**src/rtl/tpc_pkg.sv**
```systemverilog
package tpc_pkg;

    // Outcome of the most recent hand-off, held until the next strobe
    typedef enum logic [1:0] {
        RES_NONE = 2'd0,
        RES_OK   = 2'd1,
        RES_FAIL = 2'd2
    } res_e;

    // Pacing state machine
    typedef enum logic {
        ST_WAIT = 1'b0,
        ST_FIRE = 1'b1
    } pace_state_e;

endpackage

```
**src/rtl/tpc_result_latch.sv**
```systemverilog
module tpc_result_latch
    import tpc_pkg::*;
(
    input  logic clk,
    input  logic rst,
    input  logic res_valid,
    input  logic res_fail,
    input  logic consume,
    output res_e pend_o
);

    res_e pend_q;

    // A new report overrides both older reports and the clear from consume
    always_ff @(posedge clk) begin
        if (rst) begin
            pend_q <= RES_NONE;
        end else if (res_valid) begin
            pend_q <= res_fail ? RES_FAIL : RES_OK;
        end else if (consume) begin
            pend_q <= RES_NONE;
        end
    end

    assign pend_o = pend_q;

endmodule

```
**src/rtl/tpc_scaler.sv**
```systemverilog
module tpc_scaler
    import tpc_pkg::*;
#(
    parameter int INTV_W = 16,
    parameter int K_W    = 4
) (
    input  logic [INTV_W-1:0] intv_i,
    input  res_e              pend_i,
    input  logic [K_W-1:0]    k_i,
    input  logic [INTV_W-1:0] max_i,
    output logic [INTV_W-1:0] next_o
);

    localparam int SHIFT_MAX = (1 << K_W) - 1;
    localparam int WIDE_W    = INTV_W + SHIFT_MAX;

    logic [WIDE_W-1:0] wide;
    logic [WIDE_W-1:0] max_wide;
    logic [INTV_W-1:0] grown;
    logic [INTV_W-1:0] halved;
    logic [INTV_W-1:0] kept;
    logic [INTV_W-1:0] cand;

    always_comb begin
        // Wide enough that no shift loses bits, so saturation is one compare
        wide     = {{SHIFT_MAX{1'b0}}, intv_i} << k_i;
        max_wide = {{SHIFT_MAX{1'b0}}, max_i};
        grown    = (wide > max_wide) ? max_i : wide[INTV_W-1:0];
        halved   = ((intv_i >> 1) > max_i) ? max_i : (intv_i >> 1);
        kept     = (intv_i > max_i) ? max_i : intv_i;
        cand     = intv_i;
        if (k_i == '0) begin
            if (pend_i != RES_NONE) begin
                cand = kept;
            end
        end else begin
            unique case (pend_i)
                RES_OK:   cand = halved;
                RES_FAIL: cand = grown;
                default:  cand = intv_i;
            endcase
        end
        // Floor at one unit
        next_o = (cand == '0) ? INTV_W'(1) : cand;
    end

endmodule

```
**src/rtl/tpc_timer.sv**
```systemverilog
module tpc_timer #(
    parameter int INTV_W         = 16,
    parameter int TICKS_PER_UNIT = 125000
) (
    input  logic              clk,
    input  logic              rst,
    input  logic              load,
    input  logic [INTV_W-1:0] units_i,
    output logic              expire_o
);

    localparam int PRE_W = $clog2(TICKS_PER_UNIT);

    logic [PRE_W-1:0]  pre_q;
    logic [INTV_W-1:0] rem_q;

    // The load cycle is the first cycle of the new interval, so the
    // prescaler starts one step short.
    always_ff @(posedge clk) begin
        if (rst) begin
            pre_q <= PRE_W'(TICKS_PER_UNIT - 1);
            rem_q <= '0;
        end else if (load) begin
            pre_q <= PRE_W'(TICKS_PER_UNIT - 2);
            rem_q <= units_i - INTV_W'(1);
        end else if (pre_q == '0) begin
            pre_q <= PRE_W'(TICKS_PER_UNIT - 1);
            if (rem_q != '0) begin
                rem_q <= rem_q - INTV_W'(1);
            end
        end else begin
            pre_q <= pre_q - PRE_W'(1);
        end
    end

    assign expire_o = (pre_q == '0) && (rem_q == '0);

endmodule

```
**src/rtl/tx_pace_ctrl.sv**
```systemverilog
module tx_pace_ctrl
    import tpc_pkg::*;
#(
    parameter int INTV_W         = 16,
    parameter int K_W            = 4,
    parameter int TICKS_PER_UNIT = 125000
) (
    input  logic              clk,
    input  logic              rst,
    input  logic              res_valid,
    input  logic              res_fail,
    input  logic [K_W-1:0]    k_exp,
    input  logic [INTV_W-1:0] max_intv,
    output logic [INTV_W-1:0] cur_intv,
    output logic              send_stb
);

    pace_state_e       state_q;
    pace_state_e       state_d;
    res_e              pend_q;
    logic              expire;
    logic              fire;
    logic [INTV_W-1:0] intv_q;
    logic [INTV_W-1:0] next_intv;

    tpc_result_latch u_latch (
        .clk       (clk),
        .rst       (rst),
        .res_valid (res_valid),
        .res_fail  (res_fail),
        .consume   (fire),
        .pend_o    (pend_q)
    );

    tpc_scaler #(
        .INTV_W (INTV_W),
        .K_W    (K_W)
    ) u_scaler (
        .intv_i (intv_q),
        .pend_i (pend_q),
        .k_i    (k_exp),
        .max_i  (max_intv),
        .next_o (next_intv)
    );

    tpc_timer #(
        .INTV_W         (INTV_W),
        .TICKS_PER_UNIT (TICKS_PER_UNIT)
    ) u_timer (
        .clk      (clk),
        .rst      (rst),
        .load     (fire),
        .units_i  (next_intv),
        .expire_o (expire)
    );

    // State register
    always_ff @(posedge clk) begin
        if (rst) begin
            state_q <= ST_WAIT;
        end else begin
            state_q <= state_d;
        end
    end

    // Transitions
    always_comb begin
        state_d = state_q;
        unique case (state_q)
            ST_WAIT: state_d = expire ? ST_FIRE : ST_WAIT;
            ST_FIRE: state_d = ST_WAIT;
            default: state_d = ST_WAIT;
        endcase
    end

    // Outputs
    always_comb begin
        fire = 1'b0;
        unique case (state_q)
            ST_FIRE: fire = 1'b1;
            default: fire = 1'b0;
        endcase
    end

    // Interval register
    always_ff @(posedge clk) begin
        if (rst) begin
            intv_q <= INTV_W'(1);
        end else if (fire) begin
            intv_q <= next_intv;
        end
    end

    assign cur_intv = intv_q;
    assign send_stb = fire;

endmodule

```
**config.mk**
```make
export PLATFORM = sky130hd
export DESIGN_NAME = tx_pace_ctrl
export DESIGN_NICKNAME = d
export VERILOG_FILES = /design/src/rtl/tpc_pkg.sv /design/src/rtl/tpc_result_latch.sv /design/src/rtl/tpc_scaler.sv /design/src/rtl/tpc_timer.sv /design/src/rtl/tx_pace_ctrl.sv
export SDC_FILE = /design/constraint.sdc
export NUM_CORES = 1
export LEC_CHECK = 0
export ABC_CLOCK_PERIOD_IN_PS = 7750
export BUFFER_PORTS_ARGS = -buffer_cell sky130_fd_sc_hd__buf_4
export CAP_MARGIN = 20
export CORE_MARGIN = 5
export CORE_UTILIZATION = 63
export DETAILED_ROUTE_END_ITERATION = 10
export GPL_TIMING_DRIVEN = 0
export PLACE_DENSITY = 0.86
export SLEW_MARGIN = 20
export SYNTH_ARGS = -nofsm -noshare
export SYNTH_HDL_FRONTEND = slang
export SYNTH_SLANG_ARGS = --single-unit
```
**constraint.sdc**
```tcl
create_clock -name clk -period 7.75 [get_ports clk]
set_input_delay 1.1625 -clock clk [delete_from_list [all_inputs] [get_ports clk]]
set_output_delay 1.1625 -clock clk [all_outputs]
set_load 0.02 [all_outputs]
```
# Word level (Yosys, flattened, before mapping)

Index checks and enable logic that the tools add are counted.

Bits in registers: 52
Bits of input ports: 24
Logic and storage cells: 46

Add/subtract/negate cells: 3
$lt $le $gt $ge: 3
Equal/unequal tests: 2
Shift operators: 1
Mux-type cells: 18
Bitwise operators: 1
Reduce and logical (&&, ||, !) cells: 12

Operator list:

| cell                  | count |
|---|---|
| $mux 16               | 9 |
| $logic_not 16->1      | 2 |
| $pmux 16 s2           | 1 |
| $sub 16x1->16 const B | 2 |
| $gt 31x16->1          | 1 |
| $shl 16x4->31         | 1 |
| $logic_not 17->1      | 1 |
| $sub 17x1->17 const B | 1 |
| $gt 15x16->1          | 1 |
| $gt 16x16->1          | 1 |
| $reduce_bool 16->1    | 1 |
| $reduce_bool 2->1     | 4 |
| $mux 2                | 3 |
| $logic_not 4->1       | 1 |
| $mux 1                | 4 |
| $reduce_or 3->1       | 1 |
| $eq 2x1->1 const B    | 1 |
| $eq 2x2->1 const B    | 1 |
| $pmux 1 s2            | 1 |
| $reduce_and 2->1      | 1 |
| $logic_and 1x1->1     | 1 |
| $not 1->1             | 1 |

# Longest topological paths before layout

Gate-level depths: netlist of the first run.

Word-level depth: 9
Gate-level depth with buffers: 29
Gate-level depth less buffers: 24

# By module

A second synthesis of the first run with hierarchy kept.

Cells, all modules: 738
Area total of the unflattened synthesis: 5750.5 µm²

Modules (own cells, without submodules):

| module           | instances | cells an instance | area an instance (µm²) | seq. area each (µm²) |
|---|---|---|---|---|
| tpc_scaler       | 1         | 412               | 2961.6                 | 0.0 |
| tpc_timer        | 1         | 264               | 2099.5                 | 660.6 |
| tx_pace_ctrl     | 1         | 54                | 610.6                  | 340.3 |
| tpc_result_latch | 1         | 8                 | 78.8                   | 40.0 |

# Worst setup path before layout of the first run

OpenSTA, ideal clock, no wires.

Path kind: input-to-reg
Start point: input k_exp[0]
End point: register u_timer.rem_q[14]
Data arrival time: 6393 ps
Required time: 7687 ps
Path slack: 1295 ps
Stages on the path: 24
Buffers on the path: 4
Cells stage by stage: buf_6 > buf_6 > buf_6 > buf_2 > mux4_2 > mux2i_1 > o22ai_1 > ha_1 > nand4_1 > nor4_1 > nand3_1 > and4_4 > or4_1 > a31oi_4 > nor3_1 > and4b_4 > nor4b_4 > a21o_1 > nand2_1 > ha_1 > o21ai_1 > or2_1 > or4_1 > nand3_1

Word-level cells in the longest chain between the ends: 9
Elaborated cells between the ends (all ways): 10
Those cells by class: 1 x add/sub; 1 x order compare; 1 x shift; 5 x mux; 2 x reduce/logical

RTL lines:

| what                   | line               | RTL |
|---|---|---|
| start: declaration     | tx_pace_ctrl.sv:12 | `input logic [K_W-1:0] k_exp,` |
| $shl 16x4->31          | tpc_scaler.sv:26   | `wide = {{SHIFT_MAX{1'b0}}, intv_i} << k_i;` |
| $gt 31x16->1           | tpc_scaler.sv:28   | `grown = (wide > max_wide) ? max_i : wide[INTV_W-1:0];` |
| $mux 16                | tpc_scaler.sv:28   |  |
| $pmux 16 s2            | tpc_scaler.sv:37   | `unique case (pend_i)` |
| $mux 16 (*)            | tpc_scaler.sv:32   | `if (k_i == '0) begin` |
| $logic_not 16->1       | tpc_scaler.sv:44   | `next_o = (cand == '0) ? INTV_W'(1) : cand;` |
| $mux 16 (*)            | tpc_scaler.sv:44   |  |
| $sub 16x1->16 (*)      | tpc_timer.sv:25    | `rem_q <= units_i - INTV_W'(1);` |
| $mux 16 (*)            | tpc_timer.sv:23    | `end else if (load) begin` |
| end signal: assignment | tpc_timer.sv:25    |  |
| end signal: assignment | tpc_timer.sv:29    | `rem_q <= rem_q - INTV_W'(1);` |
| end: declaration       | tpc_timer.sv:15    | `logic [INTV_W-1:0] rem_q;` |

Every way passes the cells marked *; elsewhere a longest branch is shown, timed or not.
A chain may end at the register's enable or synchronous reset.

# Worst setup path after layout of the first run

Start point: input k_exp[2]
End point: register u_timer.rem_q[14]

The elaborated chain is that of the path after synthesis.

==> results of run 1 <==
power breakdown:
group	switching (mW)	total, mW	internal [mW]
clock	0.112	0.180	0.0684
combinational	0.133	0.204	0.0713
sequential	0.00141	0.271	0.269
total	0.246	0.655	0.409
path summary, 6_finish.rpt:
| kind | start | to | slack [ns] | cells after the start |
|---|---|---|---|---|
| worst max-delay path | k_exp[2] | u_timer.rem_q[14] | 0.42 | 23 |
| worst min-delay path | u_timer.pre_q[3] | u_timer.pre_q[3] | 0.49 | 2 |
| worst max register to register | cur_intv[8] | u_timer.rem_q[14] | 0.86 | 21 |
| worst min register to register | u_timer.pre_q[3] | u_timer.pre_q[3] | 0.49 | 2 |
tightest hold or removal path: stages (launching register included):
cell	delay, ns
dfxtp_1	0.33
o31ai_1	0.06
a21oi_1	0.06
metrics by stage:
step	total power, mW	setup WS (ns)	instance area [sq um]
finish	0.655	0.417	6690
global route	0.680	0.170	6690
CTS	0.647	0.277	6690
detailed placement	0.471	-0.0283	6580
global placement	0.466	0.0329	6580
floorplan	0.412	1.29	6150
cell usage in the layout (no fill, tap or decap), drive strengths merged, types with 11 or more instances in the layout:
master,count
xnor2,19
dfxtp,52
nor2,70
clkbuf,38
mux2,12
nand4,18
nor3,32
mux2i,32
o211ai,11
ha,51
inv,37
a211oi,19
buf,58
nand3,24
a21oi,48
o21ai,35
nand2b,11
nand2,72
or2,11
nor4,18
or3,12
mux4,15
registers in the layout, indices dropped and copies added, names as in the netlist:
name and count:
u_timer.pre_q 17, u_timer.rem_q 16, cur_intv 16, u_latch.pend_o 2, state_q 1
final cells by class:
class,instances,area share [%]
sequential,52,15.6
clock inverter,3,0.505
buffer,55,4.19
multi-input combinational,639,70.2
clock buffer,5,1.03
tap,133,2.49
timing repair buffer,36,4.04
inverter,36,2.02
cell families (layout without fill, tap and decap cells):
logic type / count (synthesis) / after routing / synth area share, %
AO/OA/AOI/OAI: 203 / 203 / 23.4
XOR/XNOR: 24 / 24 / 3.42
adder cells (fa/ha/maj): 52 / 52 / 10.5
buffers and inverters: 92 / 135 / 6.82
multiplexers: 59 / 59 / 12.9
AND/OR/NAND/NOR: 301 / 301 / 26.0
flip-flops: 52 / 52 / 16.9
layer usage:
| metal | vias up | track usage, % |
|---|---|---|
| met2 | 515 | 62.5 |
| met3 | 94 | 8.17 |
| met5 | - | 0 |
| li1 | 3028 | - |
| met4 | 0 | 18.9 |
| met1 | 3140 | 49.6 |
cell usage after synthesis (5+ instances only):
cell	count	share of area, %
nor4_1	14	1.4
a31oi_1	8	0.81
a21o_1	7	0.86
or2_2	8	0.81
nand4_1	16	1.6
nand2b_1	11	1.1
nor2_1	69	4.2
nand3_1	24	2.0
or3_1	12	1.2
ha_1	51	10
buf_2	11	0.90
a211oi_1	17	2.1
a22o_1	10	1.4
buf_6	7	1.3
xor2_1	5	0.71
mux4_2	15	5.5
mux2i_1	32	5.2
dfxtp_1	52	17
xnor2_1	19	2.7
and3_1	5	0.51
nor3_1	30	2.4
o21a_1	5	0.61
nand2_1	72	4.4
o31ai_1	7	0.86
a21oi_1	48	3.9
o21ai_0	30	2.4
o211ai_1	8	0.98
inv_1	36	2.2
clkbuf_1	33	2.0
mux2_2	12	2.2
o22ai_1	7	0.71
==> results, run 1 <==
- The worst setup path is launched from an input pin.
- The number of I/O port buffers is 36.
- Counting every net in the synthesized netlist gives 858.
- The largest net degree at the start of global routing is 20.
- The count of mapped cells out of synthesis is 783.
- Clock skew on the completed layout was measured at 0.0107 ns.
- The number of routed nets with antenna violations is 0.
- Clock latency on the worst-skew pair, taken at its later pin, is 0.33 ns.
- The total overflow left after global routing is 0.
- The global-route wire length before repair is 35800 um.
- The family with the most delay on the worst path is simple AND/OR/NAND/NOR gates.
- The aggregate negative setup slack is 0 ns.
- The area of the die is 11800 sq um.
- The number of buffers inserted by hold repair at cts is 0.
- Sequential cells were found to cover 16.9% of the synthesized design area.
- The uppermost signal routing layer after detailed routing is met4.
- The congestion estimate from routability-driven global placement came to 1.01.
- The number of optimization iterations in the first detailed-route pass is 8.
- In the final design database the tool counted 900 nets.
- Summing every instance area after synthesis gives 6150 sq um.
- The tightest min-delay check is of the flip-flop to flip-flop type.
- The critical path class is input pin to flip-flop.
- The arrival time at the worst endpoint is 7.60 ns.
- The number of antenna violations at the first check in global routing is 0.
- In the routed layout, each cell is associated on average with a via count of 7.07.
- The final hold slack is 0.490 ns.
- Across the run, the number of max-cap violations was 0.
- Excluding fillers, the count of instances in the completed layout stands at 959.
- For this run, the leading register cell type out of synthesis is dfxtp_1.
- The number of flops mapped to enable cells by yosys is 0.
- The clock tree from TritonCTS is built.
- Global routing consumed, over all layers together, 38.9% of the routing resources.
- The signed area change from the synthesized netlist to the final layout is 8.82%.
- The end-of-flow core utilization is 69.4%.
- CTS placed an instance of clkbuf_8 at the clock tree root.
- Cells with a size suffix above 1 make up 15.3% of the layout.
- The worst-case IR drop observed on VDD is 0.131 mV.
- The relative slew slack is 24.4%.
- At the pin with the least slew margin, the transition time is 1.12 ns.
- The number of global-route vias before repair is 6609.
- The final layout contains routed wiring with a total length of 22800 um.
- In this run, CTS created clock tree buffers numbering 5.
- The clock tree synthesis step divided the H-tree into 2 levels.
- Traced cell by cell, the critical path runs through buf_6 > buf_2 > inv_1 > clkbuf_1 > mux2i_1 > a21oi_1 > ha_1 > nand4_1 > nor4_1 > a31o_2 > nand4_2 > nor2_1 > mux2i_1 > o31ai_1 > and4b_4 > nor4b_4 > a21o_1 > nand2_1 > ha_1 > o21ai_1 > or2_1 > or4_1 > nand3_1.
- The floorplan step set the die height to 109 um.
- The sum of routed wire segments on met1 is 8770 um.
- The run finished with clean final reports.
- Summed over all nets, the half-perimeter wirelength after detailed placement is 17700 um.
- The post-CTS setup repair buffer count is 0.
- In this run the worst path has a maximum fanout of 10.
- The worst setup path is captured at a flip-flop.
- The final number of hold-violating endpoints was 0.
- The average footprint of a synthesized cell is 7.85 sq um.
- Registers take 1040 sq um.
- The synthesized netlist contains 85 unique library cells.
- Detailed routing inserted a total of 6777 vias.
- The shortest clock period the worst path allows after layout is 7.33 ns.
- The routed design uses 10200 um of met2 wire.
- Setup repair after global routing left no endpoint under its margin.
- The DRC violation count after routing is 0.
- The async set-reset flop share out of synthesis is 0%.
- The count of synthesis-stage warnings from yosys is 0.
- Dividing the detail-routed wire length by the instance count gives 23.8 um.
- The fill cell instance count of the final layout is 845.
- In this run the power density over the cells is 98.0 nW/um^2.
- The cell leakage power is 2.70 nW.
- The region available for standard cell placement spans 9640 sq um.
- Clock-pin slew was measured on the worst setup and hold paths at 0.11 ns.
- The highest-delay cell along the critical path is mux2i_1.
- Summed over all nets, wire length on met3 after detailed routing comes to 2600 um.
- The total of endpoints with negative setup slack in the final report is 0.
- No sink is reached through more buffers than the 2 on the longest clock path.
- The count of cells resized by post-cts repair is 0.
- The count of final max-slew check failures was 0.
- The die is 109 um wide.
- The worst path uses 94.6% of the clock period.
- The initial utilization of the core area, before any placement, comes to 63.8%.
- The count of buffer and inverter cells on the critical path is 4.
- The synthesized flop and latch total is 52.
- The number of rows created at floorplan is 36.
- The delay contributed by the slowest stage of the critical path is 0.57 ns.
- The antenna diode count is 0.
- For this block, the initial DRC count from the detailed router was 1073.
- The number of clock sinks seen by CTS is 52.
- The cell count after placement is 952.
- The achievable clock frequency is 0.136 GHz.
- Pin placement for this block handled 41 I/O pins.
- The data required time of the critical path is 8.02 ns.
- The area taken by multi-input logic gates is 4690 sq um.
Note: power is estimated with default switching activity, not from simulation.
==> inputs of run 2 (changes only) <==
--- a/config.mk
+++ b/config.mk
@@ -8,11 +8,13 @@
 export ABC_CLOCK_PERIOD_IN_PS = 7750
 export BUFFER_PORTS_ARGS = -buffer_cell sky130_fd_sc_hd__buf_4
 export CAP_MARGIN = 20
+export CELL_PAD_IN_SITES_DETAIL_PLACEMENT = 2
+export CELL_PAD_IN_SITES_GLOBAL_PLACEMENT = 2
 export CORE_MARGIN = 5
-export CORE_UTILIZATION = 63
+export CORE_UTILIZATION = 37
 export DETAILED_ROUTE_END_ITERATION = 10
 export GPL_TIMING_DRIVEN = 0
-export PLACE_DENSITY = 0.86
+export PLACE_DENSITY = 0.84
 export SLEW_MARGIN = 20
 export SYNTH_ARGS = -nofsm -noshare
 export SYNTH_HDL_FRONTEND = slang
==> run 2 against run 1 <==
Flip-flop and latch count is the same. Sequential share of layout area decreased by 0.41 points. Register-to-register slack got worse by 0.05 ns. Fmax fell by 0.59%. Core utilization is 28 points lower. First-iteration DRC count is 67% lower. Worst hold slack worse by 0.0026 ns. Die area grew 63%. Cell count increased by 9.2%. Critical path type unchanged. Largest cell class unchanged. Highest routed layer unchanged.
==> results, run 2 (synthesized netlist as in run 1, its figures left out) <==
- Among all stages on the critical path, the largest delay is contributed by o21ai_0.
- The overall power of the completed layout is 0.728 mW.
- The pin slew with the least headroom to its limit is 1.12 ns.
- The total length of routed met2 wires is 13600 um.
- Subtracting the final worst setup slack from the clock period gives 7.38 ns.
- The last weighted congestion value of the routability-driven placer is 0.991.
- The detailed router put a total of 11600 um of wire on met1.
- TritonCTS created 5 clock buffers.
- The max-capacitance violation count is 0.
- The global-route wire length before repair is 43100 um.
- The setup path with the least slack is of type input pin to flip-flop.
- The share of final-layout standard cells stronger than drive strength 1 is 15.6%.
- The die boundary width is 139 um.
- Before CTS, the worst setup slack after placement is -0.567 ns.
- The run finished with clean final reports.
- The cell leakage power is 2.73 nW.
- The count of nets left with antenna violations once routing finished came out at 0.
- The floorplan step defined a core boundary enclosing 16500 sq um.
- The final layout net count is 901.
- The clock net in this run drives a total of 52 sinks.
- The boundary pin count is 41.
- The largest register by flop count is u_timer.pre_q.
- The cell count of the worst hold path is 2.
- Headroom to the max-slew limit came out at 24.5%.
- In the final routed layout, each cell accounts on average for 26.7 um.
- The arrival time at the worst endpoint is 7.63 ns.
- TritonCTS built the clock tree.
- After the flow finishes, the layout carries non-filler instances totaling 1047.
- The cell count after placement is 1040.
- The aggregate negative setup slack is 0 ns.
- Clock latency on the worst-skew pair, taken at its later pin, is 0.31 ns.
- The DRC violation count after routing is 0.
- The startpoint identified for the worst register-to-register timing path is cur_intv[3].
- The count of final max-slew check failures is 0.
- The final worst slack is 0.373 ns.
- The library cells used most frequently in the layout, excluding fill and tap cells, are nand2_1, nor2_1, dfxtp_1.
- The post-placement cell area is 6700 sq um.
- The final number of hold-violating endpoints is 0.
- Setup repair after global routing left no endpoint under its margin.
- The level count of the clock H-tree is 2.
- After layout, the worst path uses 95.2% of the clock period.
- The total non-filler cell area in the finished layout is 6870 sq um.
- Detailed placement finished with a half-perimeter wire length of 22300 um.
- For this run, the slowest stage of the critical path takes 0.59 ns.
- The maximum resistive drop on vdd is 0.0943 mV.
- The initialized floorplan defines 47 standard-cell rows.
- The tightest min-delay check is of the flip-flop to flip-flop type.
- The register area is 1040 sq um.
- The initial utilization of the core area, before any placement, comes to 37.3%.
- The most prevalent standard cell on the critical path is buf_6.
- Signal routing reaches up to met4.
- Counting the fill cells in the layout gives 1920.
- The signed area change from the synthesized netlist to the final layout is 11.7%.
- Clock-pin slew was measured on the worst setup and hold paths at 0.08 ns.
- The area of the die is 19300 sq um.
- The hold path startpoint is u_timer.pre_q[3].
- The height of the die is 139 um.
- Entering global routing, the biggest net connects 20 pins.
- The area taken by multi-input logic gates is 4700 sq um.
- Input and output buffers added on the ports amount to 36.
- The number of optimization iterations in the first detailed-route pass is 5.
- The number of antenna diodes in the final layout is 0.
- The total power divided by cell area is 106 nW/um^2.
- The endpoint kind of the worst setup timing path is a flip-flop.
- The data required time of the critical path is 8.00 ns.
- For this run the aggregate overflow at the end of global routing stands at 0.
- The most frequent standard cell in the layout excluding fill and tap cells is nand2_1.
- Wires add up to 27900 um.
- The post-CTS setup repair buffer count is 0.
- The final hold slack is 0.487 ns.
- The starting DRC count in detailed routing is 353.
- Setup violations remaining at the end of the flow were counted as 0.
- In the routed layout, each cell is associated on average with a via count of 6.44.
- The kind of start point of the critical path is an input pin.
- The achievable clock frequency is 0.136 GHz.
- Global routing used 28.2% of the available tracks across all layers.
- Counting cells, the worst reg-to-reg path comes to 24.
- The setup skew after layout is 0.00492 ns.
- The launching element of the worst setup path is k_exp[0].
- The end-of-flow core utilization is 41.7%.
- The flip-flop count of the largest register, all copies and words added is 17.
- Summing over every cut layer, the via total after detailed routing is 6744.
- The clock tree root buffer cell is clkbuf_16.
- The number of antenna violations at the first check in global routing is 0.
- Of all nets on the critical path, the largest fanout is 10.
- In the detailed route, the total length drawn on met3 is 1580 um.
- Counting along the longest clock path gives a buffer depth of 2.
- The number of global-route vias before repair is 7278.
## run 2: cell types whose count changed in the layout (fill, tap and decap cells not counted)
cell	previous run	this run
buf_2	11	12
clkbuf_16	0	5
clkbuf_8	5	0
nor4_1	14	13
nor4_2	3	4
o21ai_1	4	3
o21ai_2	2	3
## run 2: path summary, 6_finish.rpt
path	slack (ns)	to
worst max register to register	0.81	u_timer.rem_q[14]
worst min-delay path	0.49	u_timer.pre_q[3]
worst min register to register	0.49	u_timer.pre_q[3]
worst max-delay path	0.37	u_timer.rem_q[14]
## run 2: report_power, final
group	leakage [nW]	internal [mW]	switching [mW]
Combinational	2.23	0.0715	0.141
Sequential	0.420	0.269	0.00134
Clock	0.0772	0.125	0.121
Total	2.73	0.465	0.263
## run 2: worst max-delay path: cells and delay by family
family	cells	cell delay, ns
AO/OA/AOI/OAI	7	2.34
AND/OR/NAND/NOR	12	2.28
buffers and inverters	5	1.09
adder cells (fa/ha/maj)	2	0.60
multiplexers	1	0.15
## run 2: per-layer routing
metal,global-route usage (%),up-vias
met5,0,-
met4,11.6,0
met3,3.83,65
met2,48.6,228
met1,35.5,3422
li1,-,3029
## run 2: repair_timing
item / in CTS / in global routing
cloned: 0 / 0
setup endpoints to repair: 5 / 5
endpoints found under the hold margin: 0 / 0
hold buffers: 0 / 0
resized for setup: 2 / 2
pin swaps: 0 / 0
## run 2: final cells by class
class | instances | area share (%)
clock inverters | 3 | 0.492
well taps | 220 | 4.01
inverters | 36 | 1.97
plain buffers | 55 | 4.08
repair buffers | 37 | 4.01
clock buffers | 5 | 1.82
multi-input cells | 639 | 68.5
flip-flops and latches | 52 | 15.2
==> inputs of run 3 (changes only) <==
--- a/config.mk
+++ b/config.mk
@@ -14,8 +14,10 @@
 export CORE_UTILIZATION = 37
 export DETAILED_ROUTE_END_ITERATION = 10
 export GPL_TIMING_DRIVEN = 0
-export PLACE_DENSITY = 0.84
+export PLACE_DENSITY = 0.85
+export SKIP_CTS_REPAIR_TIMING = 1
 export SLEW_MARGIN = 20
 export SYNTH_ARGS = -nofsm -noshare
 export SYNTH_HDL_FRONTEND = slang
+export SYNTH_HIERARCHICAL = 1
 export SYNTH_SLANG_ARGS = --single-unit
==> run 3 against run 2 <==
Cell count is 6.9% lower. Clock power increased by 4%. Flip-flop and latch count is the same. Combinational power shrank 8%. Setup slack gained 0.027 ns. Critical path depth unchanged. Total power shrank 0.98%. Sequential power about the same. Die area shrank 6.0%. Critical path type unchanged. Via count fell by 8.3%.
==> results, run 3 <==
- For this block, wires on met1 add up to 10100 um.
- The achievable clock frequency is 0.136 GHz.
- The flip-flop count of the largest register, all copies and words added is 17.
- The flow ran to the end, and the final reports show no timing, DRC or antenna violations.
- For this run, the leading register cell type out of synthesis is dfxtp_1.
- The initial cell density of the core is 37.8%.
- The clock period could shrink to 7.35 ns.
- Combinational logic is responsible for 27.1% of the overall power.
- The final number of hold-violating endpoints came to 0.
- Synthesis produced a netlist with a net count of 813.
- In this run the deepest clock path goes through 2 buffers.
- The TritonCTS buffer count is 5.
- The average footprint of a synthesized cell is 7.79 sq um.
- Of the cells placed in the final design, the portion with a size suffix greater than 1 is 14.5%.
- The number of antenna violations at the first check in global routing is 0.
- The antenna diode count is 0.
- The worst reg2reg path startpoint is cur_intv[12].
- The overall routed net length is 23700 um.
- The top cell type's share of synthesized area is 18.1%.
- TritonCTS built the clock tree.
- The H-tree generated during clock tree synthesis spans 2 levels.
- The post-placement cell area is 6280 sq um.
- The hold path startpoint is u_timer/pre_q[6].
- The starting DRC count in detailed routing is 259.
- More flip-flops sit in one register than any other, and that register is u_timer/pre_q.
- The global-route wire length before repair is 37300 um.
- Headroom to the max-slew limit came out at 31.1%.
- The synthesized netlist devotes 11.1% of its cell area to adder and majority cells.
- The count of synthesis-stage warnings from yosys is 6.
- Synthesis inferred 52 register bits.
- The most frequent standard cell in the layout excluding fill and tap cells is nor2_1.
- The highest-delay cell along the critical path is or4_1.
- Setup violations remaining at the end of the flow were counted as 0.
- The clock latency at the later pin of the worst-skew pair is 0.30 ns.
- The die is 135 um tall.
- Counting flops with a built-in enable in the synthesized netlist gives 0.
- The XOR/XNOR share of the synthesized area is 2.59%.
- Measured along the x axis, the die boundary spans 135 um.
- The maximum fanout count along the critical path is 10.
- By area, the combinational part of the netlist is dominated by compound AO/OA/AOI/OAI gates.
- The HPWL after detailed placement is 18600 um.
- The proportion of synthesized area in mux cells is 16.6%.
- The clock network fraction of total power is 35.3%.
- After routing the design area is 6550 sq um.
- The arrival time at the worst endpoint is 7.59 ns.
- Row generation in the floorplan step produced 45 rows.
- The cell leakage power is 2.63 nW.
- Summed over all nets, wire length on met2 after detailed routing comes to 11900 um.
- VDD sags by at most 0.127 mV.
- By area the synthesized netlist is led by dfxtp_1, ha_1, mux2i_1.
- The commonest cells after synthesis are nor2_1, dfxtp_1, ha_1.
- The number of cells on the critical path is 27.
- The number of clock sinks seen by CTS is 52.
- The internal cell power is 0.494 mW.
- The overall power of the completed layout is 0.721 mW.
- After floorplanning, the core was sized to cover 15200 sq um.
- For hold timing, the worst endpoint is u_timer/pre_q[6].
- The worst setup path is launched from an input pin.
- The data required time of the critical path is 7.99 ns.
- The via density per instance is 6.34.
- In this run switching power makes up 31.5% of total power.
- Tracing the worst setup path back leads to its startpoint at k_exp[0].
- In the layout the commonest cells are nor2_1, dfxtp_1, ha_1.
- Sequential cells account for 37.6% of the total power.
- After synthesis, the netlist uses 72 different library cells.
- The final hold slack is 0.518 ns.
- The clock transition at the registers of the reported paths is 0.07 ns.
- The async set-reset flop share out of synthesis is 0%.
- The number of standard cells in the layout, taps in and fillers out is 975.
- The delay contributed by the slowest stage of the critical path is 0.59 ns.
- From synthesis to final layout, the design area changed by 13.8%.
- The count of mapped cells out of synthesis is 738.
- The floorplan step defined a die boundary enclosing 18100 sq um.
- The cell type with the largest total area after synthesis is dfxtp_1.
- The DRC violation count after routing is 0.
- The global routing usage summed across all routing layers is 25.7%.
- The path class of the tightest hold or removal check is flip-flop to flip-flop.
- The capture point of the worst reg-to-reg path is u_timer/rem_q[10].
- The share of the Yosys chip area taken by registers is 18.1%.
- Measured in cells, the most critical reg-to-reg path has a length of 26.
- The boundary pin count is 41.
- The synthesized area is 5750 sq um.
- At the pin with the least slew margin, the transition time is 1.03 ns.
- The critical path contains buffers and inverters numbering 5 combined.
- The clock tree root buffer cell is clkbuf_16.
- For the final database, setup skew stands at 0.00554 ns.
- The simple-gate share of the synthesized area is 22.2%.
- The worst setup path is of the input pin to flip-flop kind.
- By instance count, the leading cell after synthesis is nor2_1.
- In the final design database the tool counted 861 nets.
- The number of optimization iterations in the first detailed-route pass is 5.
- In the final routed layout, each cell accounts on average for 24.3 um.
- Once detail routing completed, the nets flagged for antenna violations numbered 0.
- The total length of routed met3 wires is 758 um.
- Setup repair after global routing left no endpoint under its margin.
- The endpoint kind of the worst setup timing path is a flip-flop.
- Detailed routing inserted a total of 6182 vias.
- Max-cap violations in this run came to 0.
- The worst hold path was traced through 2 stages.
- The count of final max-slew check failures is 0.
- The synthesized netlist devotes 23.2% of its cell area to compound gates.
- The uppermost signal routing layer after detailed routing is met4.
- In this run the register-to-register setup slack is 0.77 ns.
- The largest net degree at the start of global routing is 16.
- The final critical path takes up 94.8% of the cycle.
- At the end of routability-driven placement, the weighted congestion stood at 0.922.
- For this design the total switching power over the nets is 0.227 mW.
- In this run, placement finished with an instance count of 965.
- The final global-route overflow total is 0.
- The number of I/O port buffers is 39.
- The total power divided by cell area is 110 nW/um^2.
- Grouping stages by cell kind, the critical path spends the most delay in compound AO/OA/AOI/OAI gates.
- The number of global-route vias before repair is 6719.
run 3: changes by cell type in the layout (fill, tap and decap cells not counted), sizes merged, moves of 9 or more:
cell	delta
nand2	-28
nor2	+21
mux2	+17
mux2i	+14
nand4	-11
o21ai	+11
nor4	-10
o22ai	+10
nand3	-9
run 3: layout make-up:
type	count	area, sq um
Tap cell	188	235
Timing Repair Buffer	42	313
Multi-Input combinational cell	607	4430
Clock buffer	6	129
Inverter	35	131
Sequential cell	52	1040
Clock inverter	2	35.0
Fill cell	1782	8660
Buffer	43	235
run 3: worst max-delay path by stage:
stage                   endpoint  slack (ns)
5_1_grt        u_timer/rem_q[10]        0.09
3_3_place_gp   u_timer/rem_q[10]       -0.38
3_5_place_dp   u_timer/rem_q[10]       -0.71
2_1_floorplan  u_timer/rem_q[10]        0.99
4_1_cts        u_timer/rem_q[10]       -0.43
6_report       u_timer/rem_q[10]        0.40
run 3: cell families after synthesis:
kind of cell | after synthesis
AOI/OAI and AO/OA | 200
xor gates and xnor gates | 17
adders and majority gates | 51
buffers and inverters | 79
DFF | 52
muxes | 82
and+or+nand+nor | 257
run 3: per-stage QoR:
stage	util, %	setup WS, ns	TNS [ns]
after floorplan	-	0.989	0
after global placement	41.3	-0.382	-1.29
after detailed placement	41.3	-0.711	-2.12
after CTS	42.4	-0.431	-0.866
after global routing	43.1	0.0878	0
final	43.1	0.400	0
run 3: metal layers:
metal / vias to the layer above / track usage (%)
met4: 0 / 10.2
met3: 48 / 2.38
met5: - / 0
li1: 2874 / -
met2: 141 / 47.0
met1: 3119 / 30.9
run 3: worst min-delay path, stage by stage, from the launching register on:
cell      delay [ns]
dfxtp_1         0.30
o21ai_0         0.08
o211ai_1        0.08
run 3: power by group through the flow:
stage,Clock (mW),Combinational [mW],Sequential (mW)
after floorplan,0,0.121,0.277
after global placement,0,0.174,0.277
after detailed placement,0,0.184,0.277
after CTS,0.260,0.185,0.271
after global routing,0.272,0.211,0.271
final,0.255,0.195,0.271
